## src/rtl/pps_pkg.sv

```systemverilog
package pps_pkg;

    localparam int FILT_W  = 8;
    localparam int PER_W   = 16;
    localparam int SYNC_N  = 2;
    localparam int NUM_CH  = 5;
    localparam int NUM_IRQ = 5;

    // channel slots in the filter bank
    localparam int CH_ZC  = 0;
    localparam int CH_WOV = 1;
    localparam int CH_WUV = 2;
    localparam int CH_ROV = 3;
    localparam int CH_RUV = 4;

    // under-voltage channels start asserted: no supply is assumed at reset
    localparam logic [NUM_CH-1:0] CH_RST_LVL = 5'b10100;

    // sticky flag positions
    localparam int IRQ_WOV = 0;
    localparam int IRQ_WUV = 1;
    localparam int IRQ_ROV = 2;
    localparam int IRQ_RUV = 3;
    localparam int IRQ_PER = 4;

    typedef struct packed {
        logic lvl;
        logic chg;
    } filt_out_t;

    function automatic logic [PER_W-1:0] sat_inc(input logic [PER_W-1:0] v);
        return (&v) ? v : v + 1'b1;
    endfunction

endpackage

```

## src/rtl/pps_glitch_filter.sv

```systemverilog
module pps_glitch_filter
    import pps_pkg::*;
#(
    parameter int   DLY_W   = 8,
    parameter int   SYNC_ST = 2,
    parameter logic RST_LVL = 1'b0
) (
    input  logic             clk_i,
    input  logic             rst_i,
    input  logic             raw_i,
    input  logic [DLY_W-1:0] dly_i,
    output filt_out_t        out_o
);

    logic [SYNC_ST-1:0] sync_q;
    logic               smp;
    logic [DLY_W-1:0]   cnt_q;
    logic               lvl_q;
    logic               chg_q;

    always_ff @(posedge clk_i) begin
        if (rst_i) sync_q <= {SYNC_ST{RST_LVL}};
        else       sync_q <= {sync_q[SYNC_ST-2:0], raw_i};
    end

    assign smp = sync_q[SYNC_ST-1];

    always_ff @(posedge clk_i) begin
        if (rst_i) begin
            cnt_q <= '0;
            lvl_q <= RST_LVL;
            chg_q <= 1'b0;
        end else begin
            chg_q <= 1'b0;
            if (smp == lvl_q) begin
                cnt_q <= '0;
            end else if (cnt_q >= dly_i) begin
                lvl_q <= smp;
                cnt_q <= '0;
                chg_q <= 1'b1;
            end else begin
                cnt_q <= cnt_q + 1'b1;
            end
        end
    end

    assign out_o.lvl = lvl_q;
    assign out_o.chg = chg_q;


    lvl_from_sample_chk: assert property (@(posedge clk_i) disable iff (rst_i)
        (lvl_q != $past(lvl_q)) |-> (lvl_q == $past(smp)));


    chg_marks_toggle_chk: assert property (@(posedge clk_i) disable iff (rst_i)
        (lvl_q != $past(lvl_q)) |-> chg_q);

endmodule

```

## src/rtl/pps_period_meter.sv

```systemverilog
module pps_period_meter
    import pps_pkg::*;
#(
    parameter int CW = 16
) (
    input  logic          clk_i,
    input  logic          rst_i,
    input  logic          zc_i,
    output logic [CW-1:0] period_o,
    output logic          vld_o,
    output logic          new_o
);

    logic          zc_d_q;
    logic          armed_q;
    logic [CW-1:0] cnt_q;
    logic          rise;

    assign rise = zc_i & ~zc_d_q;

    always_ff @(posedge clk_i) begin
        if (rst_i) begin
            zc_d_q   <= 1'b0;
            armed_q  <= 1'b0;
            cnt_q    <= '0;
            period_o <= '0;
            vld_o    <= 1'b0;
            new_o    <= 1'b0;
        end else begin
            zc_d_q <= zc_i;
            new_o  <= 1'b0;
            if (rise) begin
                cnt_q   <= CW'(1);
                armed_q <= 1'b1;
                if (armed_q) begin
                    period_o <= cnt_q;
                    vld_o    <= 1'b1;
                    new_o    <= 1'b1;
                end
            end else begin
                cnt_q <= (&cnt_q) ? cnt_q : cnt_q + 1'b1;
            end
        end
    end


    vld_sticky_chk: assert property (@(posedge clk_i) disable iff (rst_i)
        !$fell(vld_o));


    new_implies_vld_chk: assert property (@(posedge clk_i) disable iff (rst_i)
        new_o |-> vld_o);

endmodule

```

## src/rtl/pps_irq_ctrl.sv

```systemverilog
module pps_irq_ctrl #(
    parameter int N = 5
) (
    input  logic         clk_i,
    input  logic         rst_i,
    input  logic [N-1:0] ev_i,
    input  logic [N-1:0] clr_i,
    input  logic [N-1:0] mask_i,
    output logic [N-1:0] flags_o,
    output logic         irq_o
);

    logic [N-1:0] flags_q;

    always_ff @(posedge clk_i) begin
        if (rst_i) flags_q <= '0;
        else       flags_q <= (flags_q & ~clr_i) | ev_i;
    end

    assign flags_o = flags_q;
    assign irq_o   = |(flags_q & mask_i);


    flag_hold_chk: assert property (@(posedge clk_i) disable iff (rst_i)
        (($past(flags_q) & ~$past(clr_i) & ~flags_q) == '0));


    flag_set_chk: assert property (@(posedge clk_i) disable iff (rst_i)
        (($past(ev_i) & ~flags_q) == '0));

endmodule

```

## src/rtl/pwr_path_sup.sv

```systemverilog
module pwr_path_sup
    import pps_pkg::*;
#(
    parameter int DLY_W   = FILT_W,
    parameter int CNT_W   = PER_W,
    parameter int SYNC_ST = SYNC_N
) (
    input  logic               clk_i,
    input  logic               rst_i,
    input  logic               zc_raw_i,
    input  logic               wovp_raw_i,
    input  logic               wuvp_raw_i,
    input  logic               rovp_raw_i,
    input  logic               ruvp_raw_i,
    input  logic [DLY_W-1:0]   cfg_zc_dly_i,
    input  logic [DLY_W-1:0]   cfg_wovp_dly_i,
    input  logic [DLY_W-1:0]   cfg_wuvp_dly_i,
    input  logic [DLY_W-1:0]   cfg_rovp_dly_i,
    input  logic [DLY_W-1:0]   cfg_ruvp_dly_i,
    input  logic               cfg_wsw_hold_i,
    input  logic [NUM_IRQ-1:0] cfg_irq_mask_i,
    input  logic [NUM_IRQ-1:0] irq_clr_i,
    output logic               zc_flt_o,
    output logic               wovp_flt_o,
    output logic               wuvp_flt_o,
    output logic               rovp_flt_o,
    output logic               ruvp_flt_o,
    output logic [CNT_W-1:0]   period_o,
    output logic               period_vld_o,
    output logic               wsw_en_o,
    output logic               clamp_en_o,
    output logic [NUM_IRQ-1:0] irq_flags_o,
    output logic               irq_o
);

    logic [NUM_CH-1:0] raw_vec;
    logic [DLY_W-1:0]  dly_arr [NUM_CH];
    filt_out_t         fo      [NUM_CH];
    logic              per_new;
    logic [NUM_IRQ-1:0] irq_ev;
    logic              wsw_q;
    logic              clamp_q;

    assign raw_vec[CH_ZC]  = zc_raw_i;
    assign raw_vec[CH_WOV] = wovp_raw_i;
    assign raw_vec[CH_WUV] = wuvp_raw_i;
    assign raw_vec[CH_ROV] = rovp_raw_i;
    assign raw_vec[CH_RUV] = ruvp_raw_i;

    assign dly_arr[CH_ZC]  = cfg_zc_dly_i;
    assign dly_arr[CH_WOV] = cfg_wovp_dly_i;
    assign dly_arr[CH_WUV] = cfg_wuvp_dly_i;
    assign dly_arr[CH_ROV] = cfg_rovp_dly_i;
    assign dly_arr[CH_RUV] = cfg_ruvp_dly_i;

    for (genvar g = 0; g < NUM_CH; g++) begin : g_filt
        pps_glitch_filter #(
            .DLY_W  (DLY_W),
            .SYNC_ST(SYNC_ST),
            .RST_LVL(CH_RST_LVL[g])
        ) u_filt (
            .clk_i(clk_i),
            .rst_i(rst_i),
            .raw_i(raw_vec[g]),
            .dly_i(dly_arr[g]),
            .out_o(fo[g])
        );
    end

    pps_period_meter #(.CW(CNT_W)) u_per (
        .clk_i   (clk_i),
        .rst_i   (rst_i),
        .zc_i    (fo[CH_ZC].lvl),
        .period_o(period_o),
        .vld_o   (period_vld_o),
        .new_o   (per_new)
    );

    assign irq_ev[IRQ_WOV] = fo[CH_WOV].chg;
    assign irq_ev[IRQ_WUV] = fo[CH_WUV].chg;
    assign irq_ev[IRQ_ROV] = fo[CH_ROV].chg;
    assign irq_ev[IRQ_RUV] = fo[CH_RUV].chg;
    assign irq_ev[IRQ_PER] = per_new;

    pps_irq_ctrl #(.N(NUM_IRQ)) u_irq (
        .clk_i  (clk_i),
        .rst_i  (rst_i),
        .ev_i   (irq_ev),
        .clr_i  (irq_clr_i),
        .mask_i (cfg_irq_mask_i),
        .flags_o(irq_flags_o),
        .irq_o  (irq_o)
    );

    always_ff @(posedge clk_i) begin
        if (rst_i) begin
            wsw_q   <= 1'b0;
            clamp_q <= 1'b0;
        end else begin
            wsw_q   <= ~fo[CH_WOV].lvl & ~fo[CH_WUV].lvl & ~cfg_wsw_hold_i;
            clamp_q <= fo[CH_ROV].lvl;
        end
    end

    assign zc_flt_o   = fo[CH_ZC].lvl;
    assign wovp_flt_o = fo[CH_WOV].lvl;
    assign wuvp_flt_o = fo[CH_WUV].lvl;
    assign rovp_flt_o = fo[CH_ROV].lvl;
    assign ruvp_flt_o = fo[CH_RUV].lvl;
    assign wsw_en_o   = wsw_q;
    assign clamp_en_o = clamp_q;


    wsw_off_on_fault_chk: assert property (@(posedge clk_i) disable iff (rst_i)
        (wovp_flt_o | wuvp_flt_o) |=> !wsw_en_o);


    wsw_hold_chk: assert property (@(posedge clk_i) disable iff (rst_i)
        cfg_wsw_hold_i |=> !wsw_en_o);


    clamp_on_chk: assert property (@(posedge clk_i) disable iff (rst_i)
        rovp_flt_o |=> clamp_en_o);


    clamp_off_chk: assert property (@(posedge clk_i) disable iff (rst_i)
        !rovp_flt_o |=> !clamp_en_o);

endmodule

```

## config.mk

```make
export PLATFORM = sky130hd
export DESIGN_NAME = pwr_path_sup
export DESIGN_NICKNAME = d
export VERILOG_FILES = /design/src/rtl/pps_pkg.sv /design/src/rtl/pps_glitch_filter.sv /design/src/rtl/pps_period_meter.sv /design/src/rtl/pps_irq_ctrl.sv /design/src/rtl/pwr_path_sup.sv
export SDC_FILE = /design/constraint.sdc
export NUM_CORES = 1
export LEC_CHECK = 0
export ABC_AREA = 1
export BUFFER_PORTS_ARGS = -buffer_cell sky130_fd_sc_hd__buf_2
export CAP_MARGIN = 30
export CELL_PAD_IN_SITES_DETAIL_PLACEMENT = 1
export CELL_PAD_IN_SITES_GLOBAL_PLACEMENT = 2
export CORE_MARGIN = 3
export CORE_UTILIZATION = 32
export CTS_CLUSTER_SIZE = 24
export DETAILED_ROUTE_END_ITERATION = 10
export PLACE_DENSITY_LB_ADDON = 0.1
export REMOVE_ABC_BUFFERS = 1
export SKIP_LAST_GASP = 1
export SLEW_MARGIN = 0
export SYNTH_ARGS = -nofsm -noshare
export SYNTH_HDL_FRONTEND = slang
export SYNTH_SLANG_ARGS = --single-unit
```

## constraint.sdc

```tcl
create_clock -name clk_i -period 1.8 [get_ports clk_i]
set_input_delay 0.09 -clock clk_i [delete_from_list [all_inputs] [get_ports clk_i]]
set_output_delay 0.09 -clock clk_i [all_outputs]
set_load 0.01 [all_outputs]
```

==> results.py <==
metrics = {
    "setup_path": {
        "rr_endpoint": "g_filt[0].u_filt.cnt_q[4]",
        "critPathRequiredTime_ns": 2.08,
        "timing.critical_path.max_delay_family": "simple AND/OR/NAND/NOR gates",
        "timing.rr.start": "g_filt[0].u_filt.cnt_q[5]",
        "startpoint_type": "register",
        "ff2ff_setup_slack_ns": 0.26,
        "timing.critical_path.slowest_stage_cell": "dfxtp_1",
        "critical_path.n_buffers_inverters": 1,
        "path_class": "reg -> reg",
        "worst-path-max-fanout": 8,
        "crit_end": "g_filt[0].u_filt.cnt_q[4]",
        "path_cells": "ha_1, a21oi_1, nor2_1, nor2_1, nand4_1, buf_4, nor2_1",
        "cpMostUsedCell": "nor2_1",
        "timing.critical_path.slowest_cell_delay_ns": 0.40,
        "worstSetupStartpoint": "g_filt[0].u_filt.cnt_q[5]",
        "worst_setup_path_end_kind": "register",
        "worst-r2r-cell-count": 7,
        "critical_path_arrival_ns": 1.82,
        "cp.depth": 7,
    },
    "sta": {
        "fin_tns_setup_ns": 0,
        "setup_repair_after_global_routing_missed_its_margin": "false",
        "slew_headroom_pct": 70.7,
        "highest_clock_frequency_the_design_can_meet_ghz": 0.650,
        "final_period_minus_worst_setup_slack_ns": 1.54,
        "fin_worst_skew_ns": 0.00757,
        "finalCritPeriodShare_pct": 85.4,
        "worst-slew-pin-transition_ns": 0.435,
        "finalHoldViolations": 0,
        "timing_max_transition_violations_final": 0,
        "setup-violations-final": 0,
    },
    "final_layout": {
        "most_common_cell_after_layout_fill_and_taps_aside": "nand2_1",
        "area_growth_syn_to_layout_pct": 21.1,
        "design.final.nets": 897,
        "sequential_cell_area_sq_um": 2040,
        "mostFrequentLayoutCells": "nand2_1, nor2_1, inv_1, dfxtp_1, buf_2",
        "antenna_cells": 0,
        "multi_input_gate_area_sq_um": 2630,
        "share_of_layout_cells_above_drive_strength_1_pct": 17.4,
        "filler_cell_count": 1991,
    },
    "power_and_ir_drop": {
        "power_density_nw_per_um2": 709,
        "leakage_uw": 0.00293,
        "vdd_ir_drop_max_mv": 0.480,
        "total_power_uw": 4390,
    },
    "route": {
        "topRoutingLayerUsed": "met4",
        "routed_wirelength_um": 12700,
        "detailedRoute.firstPassIterationCount": 4,
        "post-route-drc-count": 0,
        "number_of_vias_in_the_routed_layout": 4575,
        "route.detailed.wl_per_inst_um": 12.5,
        "initialDrtViolationCount": 125,
        "wl_met1_um": 5590,
        "route.antenna.remaining_nets": 0,
        "route.met2.wl_um": 6480,
        "routed_via_density": 4.53,
        "met3WireLength_um": 410,
    },
    "place": {
        "globalplace.congestion": 0.790,
        "number_of_buffers_inserted_by_port_buffering": 87,
        "hpwlAfterDp_um": 10300,
    },
    "synthesis": {
        "synth-seq-cells": 102,
        "syn_area_sq_um": 5110,
        "ys_types": 35,
        "synth.avg_cell_area_sq_um": 7.43,
        "ys_warn_count": 0,
        "seq_area_frac_synth_pct": 39.9,
        "syn_inst": 688,
    },
    "global_routing": {
        "grt_pass1_wl_um": 21900,
        "grt_remaining_overflow": 0,
        "grt_pass1_vias": 4819,
        "grt_start_max_net_pins": 19,
        "grt.total_usage_pct": 15.1,
        "antenna_found_initial": 0,
    },
    "floorplanning": {
        "die_w_um": 132,
        "effective_utilization_at_floorplan_pct": 33.1,
        "die_area_sq_um": 17500,
        "chipHeight_um": 132,
        "std_cell_rows": 45,
        "core_area_sq_um": 15400,
        "num_io_pins": 88,
    },
    "clock_network": {
        "clock_tree.buffer_depth": 2,
        "cts_num_sinks": 102,
        "cts-root-buf": "clkbuf_16",
        "tritoncts": "yes",
        "htree_num_levels": 3,
        "clk_latency_ns": 0.35,
        "clkTransAtPathRegs_ns": 0.07,
        "cts_made_buffers": 9,
    },
    "min_path": {
        "worst_hold_path.num_cells": 4,
        "min_path_type": "in -> reg",
    },
    "run_status": {
        "status": "finished clean",
    },
    "run": {
        "cap_violations": 0,
    },
}
[final cells by class]
class	instances	area share (%)
multi-input cells	467	42.4
flip-flops and latches	102	33.0
repair buffers	105	9.45
inverters	108	6.54
well taps	211	4.26
clock buffers	12	3.98
clock inverters	4	0.364
[layer usage]
metal	vias up	global-route usage, %
met5	-	0
met4	0	4.56
met3	15	3.38
met2	55	27.5
met1	2144	17.6
li1	2361	-
[logic make-up after synthesis]
logic type / Yosys count / share of synthesized area [%]
and+or+nand+nor: 326 / 27.4
buffers and inverters: 119 / 9.05
adders and majority gates: 46 / 11.3
xor gates and xnor gates: 31 / 5.31
DFF: 102 / 39.9
AOI/OAI and AO/OA: 64 / 7.07
[flip-flops by register name, summed over array words and instances (netlist names), 4 cells and up]
| register | count |
|---|---|
| u_per.period_o | 16 |
| u_per.cnt_q | 16 |
| g_filt.u_filt.cnt_q | 40 |
| u_irq.flags_o | 5 |
| g_filt.u_filt.lvl_q | 5 |
| g_filt.u_filt.sync_q | 10 |
| g_filt.u_filt.chg_q | 4 |
[worst min path at each step]
stage | start | to
6_report | irq_clr_i[3] | u_irq.flags_o[3]
5_1_grt | irq_clr_i[1] | u_irq.flags_o[1]
4_1_cts | irq_clr_i[1] | u_irq.flags_o[1]
3_5_place_dp | cfg_wsw_hold_i | wsw_en_o
3_3_place_gp | cfg_wsw_hold_i | wsw_en_o
2_1_floorplan | rst_i | u_per.cnt_q[0]
[tightest hold or removal path, cell delays in order]
cell and delay, ns:
buf_2 0.10, inv_1 0.04, a21oi_1 0.05, nor2_1 0.07
[stage by stage]
step                cell area [sq um]  hold slack [ns]  util (%)  worst slack (ns)  std cells
floorplan                        5060            0.159         -            0.0276        677
global placement                 5840            0.251      37.8             0.187        986
detailed placement               5840            0.253      37.8             0.124        986
CTS                              6170           0.0187      40.0             0.101       1008
global route                     6190           0.0472      40.2            0.0500       1009
finish                           6190           0.0326      40.2             0.262       1009
[what timing repair did]
action                                  4_1_cts  5_1_grt
hold buffers                                  6        0
setup buffers                                 0        1
gates resized for setup                       0        4
endpoints found under the hold margin         6        0
endpoints found under the setup margin        0       18
[synthesized netlist by cell type]
cell type	number	share of area, %
nand2_1	133	9.8
nor2_1	109	8.0
inv_1	103	7.6
dfxtp_1	102	40
nand3_1	52	5.1
ha_1	46	11
a21oi_1	40	3.9
xor2_1	16	2.7
xnor2_1	15	2.6
nand4_1	7	0.86
or2_2	7	0.86
clkbuf_1	5	0.37
o21ai_0	5	0.49
a21boi_0	4	0.59
a31oi_1	4	0.49
buf_2	4	0.39
inv_2	4	0.29
nand2_2	4	0.49
o21a_1	4	0.59
a21o_1	3	0.44
or2_1	3	0.37
nor2_2	2	0.24
nor2_4	2	0.44
nor3_1	2	0.20
o21bai_1	2	0.29
a221oi_1	1	0.17
buf_4	1	0.15
buf_6	1	0.22
clkinv_1	1	0.073
nand2_4	1	0.22
nand3_2	1	0.20
nand3b_1	1	0.15
nor2_8	1	0.39
nor4_1	1	0.12
o21ai_1	1	0.098
[power by group]
part	switching (uW)	total [uW]	internal [uW]
combinational	147	274	127
clock	853	1820	971
sequential	15.9	2290	2280
total	1020	4390	3370
No activity file was read; power rests on OpenSTA's default activity.
